[src/rtl/anacmp_pkg.sv]
package anacmp_pkg;
  localparam int unsigned REG_W = 32;

  localparam int unsigned B_RUN    = 15;
  localparam int unsigned B_DRV    = 14;
  localparam int unsigned B_INV    = 13;
  localparam int unsigned B_LIVE   = 8;
  localparam int unsigned B_EDGE_H = 7;
  localparam int unsigned B_EDGE_L = 6;
  localparam int unsigned B_POS    = 4;
  localparam int unsigned B_NEG_H  = 1;
  localparam int unsigned B_NEG_L  = 0;

  localparam logic [1:0] EDGE_OFF  = 2'b00;
  localparam logic [1:0] EDGE_RISE = 2'b01;
  localparam logic [1:0] EDGE_FALL = 2'b10;
  localparam logic [1:0] EDGE_BOTH = 2'b11;

  typedef struct packed {
    logic       runEn;
    logic       pinDrvEn;
    logic       invert;
    logic [1:0] edgeMode;
  } cmpStrobe_t;
endpackage

[src/rtl/anacmp_regs.sv]
module anacmp_regs
  import anacmp_pkg::*;
(
  input  logic             clk,
  input  logic             rstN,
  input  logic             regWe,
  input  logic [REG_W-1:0] regWdata,
  input  logic             liveOut,
  output logic [REG_W-1:0] regRdata,
  output cmpStrobe_t       stb,
  output logic             posSel,
  output logic [1:0]       negSel
);
  logic       runEn, drvEn, invEn, posQ;
  logic [1:0] edgeQ, negQ;

  always_ff @(posedge clk) begin
    if (!rstN) begin
      runEn <= 1'b0;
      drvEn <= 1'b0;
      invEn <= 1'b0;
      edgeQ <= EDGE_BOTH;
      posQ  <= 1'b0;
      negQ  <= 2'b11;
    end else if (regWe) begin
      runEn <= regWdata[B_RUN];
      drvEn <= regWdata[B_DRV];
      invEn <= regWdata[B_INV];
      edgeQ <= regWdata[B_EDGE_H:B_EDGE_L];
      posQ  <= regWdata[B_POS];
      negQ  <= regWdata[B_NEG_H:B_NEG_L];
    end
  end

  always_comb begin
    regRdata                   = '0;
    regRdata[B_RUN]            = runEn;
    regRdata[B_DRV]            = drvEn;
    regRdata[B_INV]            = invEn;
    regRdata[B_LIVE]           = liveOut;
    regRdata[B_EDGE_H:B_EDGE_L] = edgeQ;
    regRdata[B_POS]            = posQ;
    regRdata[B_NEG_H:B_NEG_L]   = negQ;
  end

  assign stb.runEn    = runEn;
  assign stb.pinDrvEn = drvEn;
  assign stb.invert   = invEn;
  assign stb.edgeMode = edgeQ;
  assign posSel       = posQ;
  assign negSel       = negQ;

  // fields only move on a write
  a_r10_hold_no_write: assert property (@(posedge clk) disable iff (!rstN)
    !regWe |=> $stable({runEn, drvEn, invEn, edgeQ, posQ, negQ}));
endmodule

[src/rtl/anacmp_dp.sv]
module anacmp_dp
  import anacmp_pkg::*;
#(
  parameter int unsigned SYNC_STAGES = 2
)(
  input  logic       clk,
  input  logic       rstN,
  input  logic       cmpRaw,
  input  cmpStrobe_t stb,
  output logic       liveOut,
  output logic       pinOut,
  output logic       pinOe,
  output logic       irqPulse
);
  localparam int unsigned LAST = SYNC_STAGES - 1;

  logic [SYNC_STAGES-1:0] syncQ;
  logic condLvl, prevLvl, hit;

  generate
    if (SYNC_STAGES == 1) begin : g_one
      always_ff @(posedge clk) begin
        if (!rstN) syncQ <= '0;
        else       syncQ <= cmpRaw;
      end
    end else begin : g_chain
      always_ff @(posedge clk) begin
        if (!rstN) syncQ <= '0;
        else       syncQ <= {syncQ[SYNC_STAGES-2:0], cmpRaw};
      end
    end
  endgenerate

  assign condLvl = syncQ[LAST] ^ stb.invert;

  always_comb begin
    unique case (stb.edgeMode)
      EDGE_RISE: hit = condLvl & ~prevLvl;
      EDGE_FALL: hit = ~condLvl & prevLvl;
      EDGE_BOTH: hit = condLvl ^ prevLvl;
      default:   hit = 1'b0;
    endcase
  end

  // history follows the level even while disabled, so re-enable sees no edge
  always_ff @(posedge clk) begin
    if (!rstN) begin
      prevLvl  <= 1'b0;
      irqPulse <= 1'b0;
    end else begin
      prevLvl  <= condLvl;
      irqPulse <= stb.runEn & hit;
    end
  end

  assign liveOut = stb.runEn & condLvl;
  assign pinOe   = stb.pinDrvEn;
  assign pinOut  = stb.pinDrvEn & liveOut;

  a_r7_quiet_when_off: assert property (@(posedge clk) disable iff (!rstN)
    !$past(stb.runEn) |-> !irqPulse);
  a_r4_mode_off: assert property (@(posedge clk) disable iff (!rstN)
    ($past(stb.edgeMode) == EDGE_OFF) |-> !irqPulse);
  a_r5_rise_level: assert property (@(posedge clk) disable iff (!rstN)
    (irqPulse && $past(stb.edgeMode) == EDGE_RISE) |-> $past(condLvl));
  a_r5_fall_level: assert property (@(posedge clk) disable iff (!rstN)
    (irqPulse && $past(stb.edgeMode) == EDGE_FALL) |-> !$past(condLvl));
  a_r8_pin_quiet: assert property (@(posedge clk) disable iff (!rstN)
    !pinOe |-> !pinOut);
endmodule

[src/rtl/anacmp_ctrl.sv]
module anacmp_ctrl
  import anacmp_pkg::*;
(
  input  logic        clk,
  input  logic        rstN,
  input  logic        regWe,
  input  logic [31:0] regWdata,
  output logic [31:0] regRdata,
  input  logic        cmpRaw,
  output logic        pinOut,
  output logic        pinOe,
  output logic        irqPulse,
  output logic        posSel,
  output logic [1:0]  negSel
);
  cmpStrobe_t stb;
  logic       liveOut;

  anacmp_regs u_regs (
    .clk(clk), .rstN(rstN), .regWe(regWe), .regWdata(regWdata),
    .liveOut(liveOut), .regRdata(regRdata), .stb(stb),
    .posSel(posSel), .negSel(negSel)
  );

  anacmp_dp #(.SYNC_STAGES(2)) u_dp (
    .clk(clk), .rstN(rstN), .cmpRaw(cmpRaw), .stb(stb),
    .liveOut(liveOut), .pinOut(pinOut), .pinOe(pinOe), .irqPulse(irqPulse)
  );
endmodule

[config.mk]
export PLATFORM = sky130hd
export DESIGN_NAME = anacmp_ctrl
export DESIGN_NICKNAME = d
export VERILOG_FILES = /design/src/rtl/anacmp_pkg.sv /design/src/rtl/anacmp_regs.sv /design/src/rtl/anacmp_dp.sv /design/src/rtl/anacmp_ctrl.sv
export SDC_FILE = /design/constraint.sdc
export NUM_CORES = 1
export LEC_CHECK = 0
export BUFFER_PORTS_ARGS = -buffer_cell sky130_fd_sc_hd__buf_2
export CELL_PAD_IN_SITES_DETAIL_PLACEMENT = 0
export CELL_PAD_IN_SITES_GLOBAL_PLACEMENT = 1
export CORE_MARGIN = 2
export CORE_UTILIZATION = 26
export CTS_BUF_LIST = sky130_fd_sc_hd__clkbuf_4
export DETAILED_ROUTE_END_ITERATION = 8
export HOLD_SLACK_MARGIN = 0.15
export PLACE_DENSITY = 0.92
export SLEW_MARGIN = 5
export SYNTH_ARGS = -nofsm -noshare
export SYNTH_HDL_FRONTEND = slang
export SYNTH_HIERARCHICAL = 1
export SYNTH_SLANG_ARGS = --single-unit
[constraint.sdc]
create_clock -name clk -period 2.67 [get_ports clk]
set_clock_uncertainty 0.2 [all_clocks]
set_input_delay 0.1335 -clock clk [delete_from_list [all_inputs] [get_ports clk]]
set_output_delay 0.1335 -clock clk [all_outputs]
set_load 0.03 [all_outputs]
==> impl_metrics.ini, run 1 <==
[layout]
syn_to_final_growth_pct = 35.1
regArea_sq_um = 240
final_util = 0.372
nFillCells = 281
nets = 162
multi_input_area_sq_um = 312
num_antenna_cells = 0
drive_gt1_frac = 0.260
fin_area_sq_um = 1020

[outcome]
status = completed

[critical_path]
endpoint_kind = register
cp.arrival_ns = 2.15
cp_max_fo = 1
critPathRequiredTime_ns = 2.63
start_kind = input pin
crit_type = input pin to register

[floorplan]
die_w_um = 58
die_area_sq_um = 3360
ioPinCount = 74
start_util = 0.275
core_area_sq_um = 2760
die_h_um = 58
rows = 19

[placement]
gp_congestion = 0.755
portBuffers = 26
dp_hpwl_um = 979
postPlaceCellArea_sq_um = 728
dp_slack_ns = 1.12

[cts]
insertion_delay_ns = 0.27
clock_path_buffers = 2
clock_sinks = 12
htreeDepth = 1
cts_root_buffer = clkbuf_4
cts_resized = 0
cts_buffers = 3
clk_pin_slew_worst_paths_ns = 0.08
cts_tree = built

[synthesis]
ys_types = 16
synth_fa_ha_area_frac = 0.0330
yosysMostFrequentCell = buf_4
synth_top_family_by_area = buffers and inverters
synth_top_cell_area_share = 0.356
synth_edf_count = 0
syn_inst = 81
synth_top_cell_by_area = buf_4
yosysSeqAreaShare = 0.317
ys.flop_type = dfxtp_1
yosys-top-cells-area = buf_4 36%, dfxtp_1 32%, mux2i_1 11%
ys_seq_elements = 12
yosysWarnings = 6
synth_xor_area_frac = 0.0215
post_synth_instance_area_sq_um = 758
synth_common_cells = 36 x buf_4, 12 x dfxtp_1, 8 x mux2i_1
syn_avg_cell_area_sq_um = 9.36
synthArstFlopShare = 0
synth_compound_area_frac = 0.0182
yosys.area_share.simple = 0.119
synthMuxAreaShare = 0.106

[run]
maxCapViolCount = 0

[grt]
grt-ovfl-total = 0
grt_antenna_before_repair = 0
grt_max_degree = 13
grt_pass1_wl_um = 2440
grt_usage = 0.0977
grt_pass1_vias = 582

[sta]
finalSetupViolations = 0
fin_ws_ns = 0.481
slew_violations = 0
rsz0062_at_grt = false
setup-tns-final_ns = 0
fin_crit_ns = 2.19
fmax_ghz = 0.457
finalCritPeriodShare = 0.820
hold_violations = 0

[power_and_ir_drop]
power_density_nw_per_um2 = 453
p_leak_uw = 0.000524
ir_worst_vdd_uv = 269

[hold_path]
min_path_type = register to register

[routing]
viasPerCell = 3.70
routed_wl_um = 1520
drtAntennaViolNets = 0
drcViolationCount = 0
dr.pass1.iters = 2
wire_per_inst_um = 9.86
vias = 570
drt-initial-drc-count = 6
==> kinds of logic (layout without fill, tap and decap cells) <==
group | count (synthesis) | after routing
AO/OA/AOI/OAI | 2 | 2
flip-flops | 12 | 12
multiplexers | 8 | 8
other | 1 | 23
buffers and inverters | 39 | 59
XOR/XNOR | 1 | 1
adder cells (fa/ha/maj) | 2 | 2
AND/OR/NAND/NOR | 16 | 16
==> through the flow <==
step | hold WS [ns] | std cells | power, uW
after floorplan | -0.00456 | 103 | 331
after global placement | 0.132 | 123 | 312
after detailed placement | 0.151 | 123 | 315
after CTS | 0.238 | 154 | 468
after global routing | 0.274 | 154 | 494
final | 0.236 | 154 | 464
==> registers in the layout, indices dropped and copies added (netlist names) <==
signal         count
u_dp/syncQ         2
u_regs/edgeQ       2
u_regs/negSel      2
u_dp/irqPulse      1
u_dp/prevLvl       1
u_regs/drvEn       1
u_regs/invEn       1
u_regs/posSel      1
u_regs/runEn       1
==> layout by cell type (no fill, tap or decap) <==
master,instances
dlygate4sd3_1,27
buf_2,26
conb_1,23
dfxtp_1,12
mux2i_1,8
nand2_1,5
nor2b_1,4
clkbuf_4,3
inv_1,2
and2_2,2
and2_1,2
nand2b_1,2
ha_1,2
clkinv_1,1
xor2_2,1
and3_1,1
a21oi_1,1
a311oi_1,1
==> final cells by class <==
class | instances | share of cell area
Timing Repair Buffer | 53 | 0.391
Multi-Input combinational cell | 52 | 0.304
Sequential cell | 12 | 0.234
Tap cell | 31 | 0.0379
Clock buffer | 3 | 0.0220
Inverter | 2 | 0.00733
Clock inverter | 1 | 0.00366
==> worst paths after layout <==
path                                                     from                            end  slack [ns]  cells after the start
worst max-delay path                              regWdata[1]  u_regs/negSel[1]$_SDFFE_PN1P_        0.48                      6
worst min-delay path                 u_dp/syncQ[0]$_SDFF_PN0_       u_dp/syncQ[1]$_SDFF_PN0_        0.24                      1
worst max register to register  u_regs/negSel[1]$_SDFFE_PN1P_  u_regs/negSel[1]$_SDFFE_PN1P_        0.67                      4
worst min register to register       u_dp/syncQ[0]$_SDFF_PN0_       u_dp/syncQ[1]$_SDFF_PN0_        0.24                      1
==> per-layer routing <==
metal	up-vias	track usage	share of wire
met5	-	0	0
met4	0	0.0299	0
met3	0	0.0290	0.082
met2	32	0.195	0.55
met1	260	0.0944	0.37
li1	278	-	-
==> report_power, final <==
part / internal, uW / total [uW] / switching, uW
logic: 58.1 / 151 / 93.3
registers: 189 / 197 / 7.86
clock network: 54.0 / 116 / 61.7
total: 301 / 464 / 163
==> worst max-delay path, stage by stage <==
cell	delay, ns
dlygate4sd3_1	0.54
buf_2	0.12
mux2i_1	0.15
dlygate4sd3_1	0.58
nand2_1	0.06
dlygate4sd3_1	0.56
==> timing repair <==
item | 4_1_cts | 5_1_grt
setup buffers | 0 | 0
endpoints found under the hold margin | 12 | 0
hold buffers | 27 | 0
(Power assumes the default switching activity.)
==> run 2: changes to the inputs <==
- CORE_UTILIZATION: 26 -> 22
- PLACE_DENSITY: 0.92 -> 0.84
- clock period: 2.67 -> 1.8 ns (I/O delays scaled with it)
==> run 2 against run 1 <==
- core utilization is 8.1 points lower
- cell area down 6.0%
- via count decreased by 4.4%
- clock power is 48% higher
- critical path type unchanged
- sequential power rose by 48%
- combinational power grew 37%
==> impl_metrics.ini, run 2 (synthesis gave the netlist of run 1 again) <==
[power_and_ir_drop]
power_density_nw_per_um2 = 697
ir_worst_vdd_uv = 301
p_leak_uw = 0.000491
power.switching_uw = 237
p_int_uw = 434
pwr-share-comb = 0.308
p_total_uw = 671
clock_power_share = 0.257
switching_share = 0.354
pwr-share-seq = 0.435

[critical_path]
crit_type = input pin to register
crit_path_max_incr_delay_ns = 0.54
ff2ff_setup_slack_ns = 0.25
start_kind = input pin
slowest_stage = dlygate4sd3_1
r2r-start = u_regs/invEn$_SDFFE_PN0P_
endpoint_kind = register
path_common_cell = dlygate4sd3_1
cp.arrival_ns = 1.51
worstPathCellList = dlygate4sd3_1 > buf_2 > and2_1 > dlygate4sd3_1
r2r-end = u_dp/irqPulse$_SDFF_PN0_
critPathRequiredTime_ns = 1.76
cp_max_fo = 12
reg2regPathDepth = 4

[floorplan]
core_area_sq_um = 3310
die_h_um = 62.7
ioPinCount = 74
die_area_sq_um = 3930
rows = 21
start_util = 0.229
die_w_um = 62.7

[cts]
cts_root_buffer = clkbuf_4
htreeDepth = 1
cts_tree = built
insertion_delay_ns = 0.27
cts_buffers = 3
cts_setup_buffers = 0
clk_pin_slew_worst_paths_ns = 0.07
clock_sinks = 12
clock_path_buffers = 2

[grt]
grt-ovfl-total = 0
grt_usage = 0.0686
grt_pass1_vias = 475
grt_max_degree = 13
grt_antenna_before_repair = 0
grt_pass1_wl_um = 2060

[hold_path]
holdPathStages = 1
hp-start = u_dp/syncQ[0]$_SDFF_PN0_
whs_endpoint = u_dp/syncQ[1]$_SDFF_PN0_
min_path_type = register to register

[sta]
finalSetupViolations = 0
hold_violations = 0
finalCritPeriodShare = 0.865
rsz0062_at_grt = false
fmax_ghz = 0.643
setup-tns-final_ns = 0
fin_crit_ns = 1.56
whs_ns = 0.243
fin_ws_ns = 0.244
slew_violations = 0

[placement]
dp_hpwl_um = 960
portBuffers = 26
gp_congestion = 0.670
dp_slack_ns = 0.207

[routing]
dr.pass1.iters = 1
drcViolationCount = 0
drt-initial-drc-count = 0
vias = 545
wire_per_inst_um = 8.19
routed_wl_um = 1320
viasPerCell = 3.39
drtAntennaViolNets = 0

[layout]
final_util = 0.291
final_common_cell = buf_2
syn_to_final_growth_pct = 27.1
final_cell_mix = 26 x buf_2, 23 x conb_1, 19 x dlygate4sd3_1, 12 x dfxtp_1, 8 x mux2i_1
drive_gt1_frac = 0.278
nFillCells = 365
num_antenna_cells = 0
nets = 154

[outcome]
status = completed

[run]
maxCapViolCount = 0
==> run 2: routing by layer <==
| metal | share of wire | vias up | track usage |
|---|---|---|---|
| met5 | 0 | - | 0 |
| li1 | - | 263 | - |
| met1 | 0.39 | 256 | 0.0683 |
| met2 | 0.55 | 26 | 0.128 |
| met4 | 0 | 0 | 0.0333 |
| met3 | 0.065 | 0 | 0.0216 |
==> run 2: what timing repair did <==
item                                   in CTS  in global routing
endpoints found under the hold margin      12                  0
resized for setup                           0                  0
hold buffers                               19                  0
==> run 2: cell type report <==
type	instances	area (sq um)	share of cell area
Inverter	2	7.51	0.00779
Clock inverter	1	3.75	0.00390
Sequential cell	12	240	0.249
Timing Repair Buffer	45	320	0.332
Tap cell	46	57.6	0.0597
Multi-Input combinational cell	52	312	0.323
Clock buffer	3	22.5	0.0234
==> run 2: worst max path at each step <==
stage	start	to	slack (ns)	cells past startpoint
floorplan	u_regs/invEn$_SDFFE_PN0P_	u_dp/irqPulse$_SDFF_PN0_	0.30	5
global placement	u_regs/invEn$_SDFFE_PN0P_	u_dp/irqPulse$_SDFF_PN0_	0.25	4
detailed placement	u_regs/invEn$_SDFFE_PN0P_	u_dp/irqPulse$_SDFF_PN0_	0.21	4
CTS	u_regs/invEn$_SDFFE_PN0P_	pinOut	0.19	3
global route	u_regs/invEn$_SDFFE_PN0P_	u_dp/irqPulse$_SDFF_PN0_	0.09	4
finish	rstN	u_dp/syncQ[0]$_SDFF_PN0_	0.24	4
==> run 2: stage by stage <==
stage,cells,area [sq um]
floorplan,103,841
global placement,138,747
detailed placement,138,747
CTS,161,963
global route,161,963
finish,161,963
==> run 2: critical path, delay by kind of cell <==
| kind | cells | cell delay, ns |
|---|---|---|
| buffers and inverters | 3 | 1.26 |
| and+or+nand+nor | 1 | 0.17 |
==> run 2: power groups by stage <==
| stage | Sequential (uW) | Clock (uW) | Combinational [uW] |
|---|---|---|---|
| final | 292 | 172 | 207 |
| after floorplan | 309 | 0 | 182 |
| after CTS | 293 | 184 | 207 |
| after global routing | 295 | 198 | 220 |
| after detailed placement | 299 | 0 | 169 |
| after global placement | 298 | 0 | 167 |
==> run 3: changes to the inputs <==
- CAP_MARGIN: not set -> 10
- RECOVER_POWER: not set -> 50
==> run 3 against run 2 <==
- hold slack barely moved
- flip-flop and latch count did not move
- die area did not move
- fmax barely moved
- count of clock-buffer cells in the layout did not move
- routed wire length rose by 0.99%
- sequential power barely moved
- clock power barely moved
- worst setup slack improved by 0.00067 ns
- non-clock buffer count did not move
- power fell by 0.49%
- critical path type unchanged
- largest cell class is now multi-input gates
- highest routed layer unchanged
==> impl_metrics.ini, run 3 (synthesis gave the netlist of run 1 again) <==
[sta]
slew_violations = 0
fmax_ghz = 0.643
setup-tns-final_ns = 0
fin_crit_ns = 1.56
hold_violations = 0
fin_ws_ns = 0.244
finalSetupViolations = 0
finalCritPeriodShare = 0.864
rsz0062_at_grt = false

[critical_path]
worstPathCellList = dlygate4sd3_1 > buf_2 > and2_1 > dlygate4sd3_1
slowest_stage = dlygate4sd3_1
crit_buf_inv = 3
critPathRequiredTime_ns = 1.76
crit_type = input pin to register
endpoint_kind = register
cp_top_family = buffers and inverters
path_common_cell = dlygate4sd3_1
crit_path_max_incr_delay_ns = 0.54
cp.arrival_ns = 1.51
start_kind = input pin
cp_max_fo = 12

[routing]
drt-initial-drc-count = 2
wire_per_inst_um = 8.27
routed_wl_um = 1330
drtAntennaViolNets = 0
viasPerCell = 3.36
vias = 541
dr.pass1.iters = 2
drcViolationCount = 0

[layout]
final_common_cell = conb_1
num_antenna_cells = 0
drive_gt1_frac = 0.183
syn_to_final_growth_pct = 25.2
final_cell_mix = 23 x conb_1, 19 x dlygate4sd3_1, 15 x buf_2, 12 x dfxtp_1, 11 x clkbuf_1
nets = 154
final_cells = 161

[cts]
cts_setup_buffers = 0
clock_path_buffers = 2
clk_pin_slew_worst_paths_ns = 0.07
clock_sinks = 12
cts_root_buffer = clkbuf_4
cts_buffers = 3
insertion_delay_ns = 0.27
cts_resized = 0
cts_hold_buf = 19
cts_tree = built
htreeDepth = 1

[power_and_ir_drop]
pwr-share-seq = 0.438
power_density_nw_per_um2 = 703
p_total_uw = 668
clock_power_share = 0.258
p_leak_uw = 0.000461
pwr-share-comb = 0.304
switching_share = 0.357
power.switching_uw = 238
p_int_uw = 430
ir_worst_vdd_uv = 304

[floorplan]
core_area_sq_um = 3310
rows = 21
die_area_sq_um = 3930
die_h_um = 62.7
start_util = 0.229
die_w_um = 62.7
ioPinCount = 74

[grt]
grt-ovfl-total = 0
grt_pass1_vias = 475
grt_usage = 0.0686
grt_pass1_wl_um = 2060
grt_antenna_before_repair = 0
grt_max_degree = 13

[placement]
gp_congestion = 0.670
dp_slack_ns = 0.207
dp_hpwl_um = 960
dp.cells = 138
portBuffers = 26

[outcome]
status = completed

[run]
maxCapViolCount = 0

[hold_path]
min_path_type = register to register
## run 3: cell count changes in the layout (fill, tap and decap cells not counted), sizes merged
cell / delta
clkbuf: +11
buf: -11
## run 3: through the flow
stage | hold slack (ns) | util | area, sq um
CTS | 0.245 | 0.291 | 963
global placement | 0.0915 | 0.226 | 747
finish | 0.243 | 0.287 | 950
detailed placement | 0.0926 | 0.226 | 747
floorplan | -0.0481 | - | 841
global route | 0.261 | 0.287 | 950
## run 3: worst register-to-register path, delay by kind of cell (launching register included)
family | cells | cell delay [ns]
and+or+nand+nor | 1 | 0.14
xor gates and xnor gates | 1 | 0.24
adders and majority gates | 1 | 0.27
DFF | 1 | 0.40
AOI/OAI and AO/OA | 1 | 0.23
## run 3: power by group through the flow
stage               sequential (uW)  combinational (uW)  clock, uW
floorplan                       309                 182          0
global placement                298                 167          0
detailed placement              299                 169          0
CTS                             293                 207        184
global route                    295                 217        198
finish                          292                 203        173
## run 3: final cells by class
class	instances	area, sq um
Fill cell	368	2360
Multi-Input combinational cell	52	312
Timing Repair Buffer	45	307
Sequential cell	12	240
Tap cell	46	57.6
Clock buffer	3	22.5
Inverter	2	7.51
Clock inverter	1	3.75
## run 3: metal layers
metal | track usage | share of wire | vias up | routed length, um
li1 | - | - | 264 | -
met5 | 0 | 0 | - | 0
met2 | 0.128 | 0.55 | 26 | 727
met1 | 0.0683 | 0.39 | 251 | 516
met3 | 0.0216 | 0.066 | 0 | 88
met4 | 0.0333 | 0 | 0 | 0
## run 3: path summary, 6_finish.rpt
check / start / end / slack (ns) / depth (start not counted)
worst max-delay path: rstN / u_dp/syncQ[0]$_SDFF_PN0_ / 0.24 / 4
worst min-delay path: u_dp/syncQ[0]$_SDFF_PN0_ / u_dp/syncQ[1]$_SDFF_PN0_ / 0.24 / 1
worst max register to register: u_regs/invEn$_SDFFE_PN0P_ / u_dp/irqPulse$_SDFF_PN0_ / 0.25 / 4
worst min register to register: u_dp/syncQ[0]$_SDFF_PN0_ / u_dp/syncQ[1]$_SDFF_PN0_ / 0.24 / 1
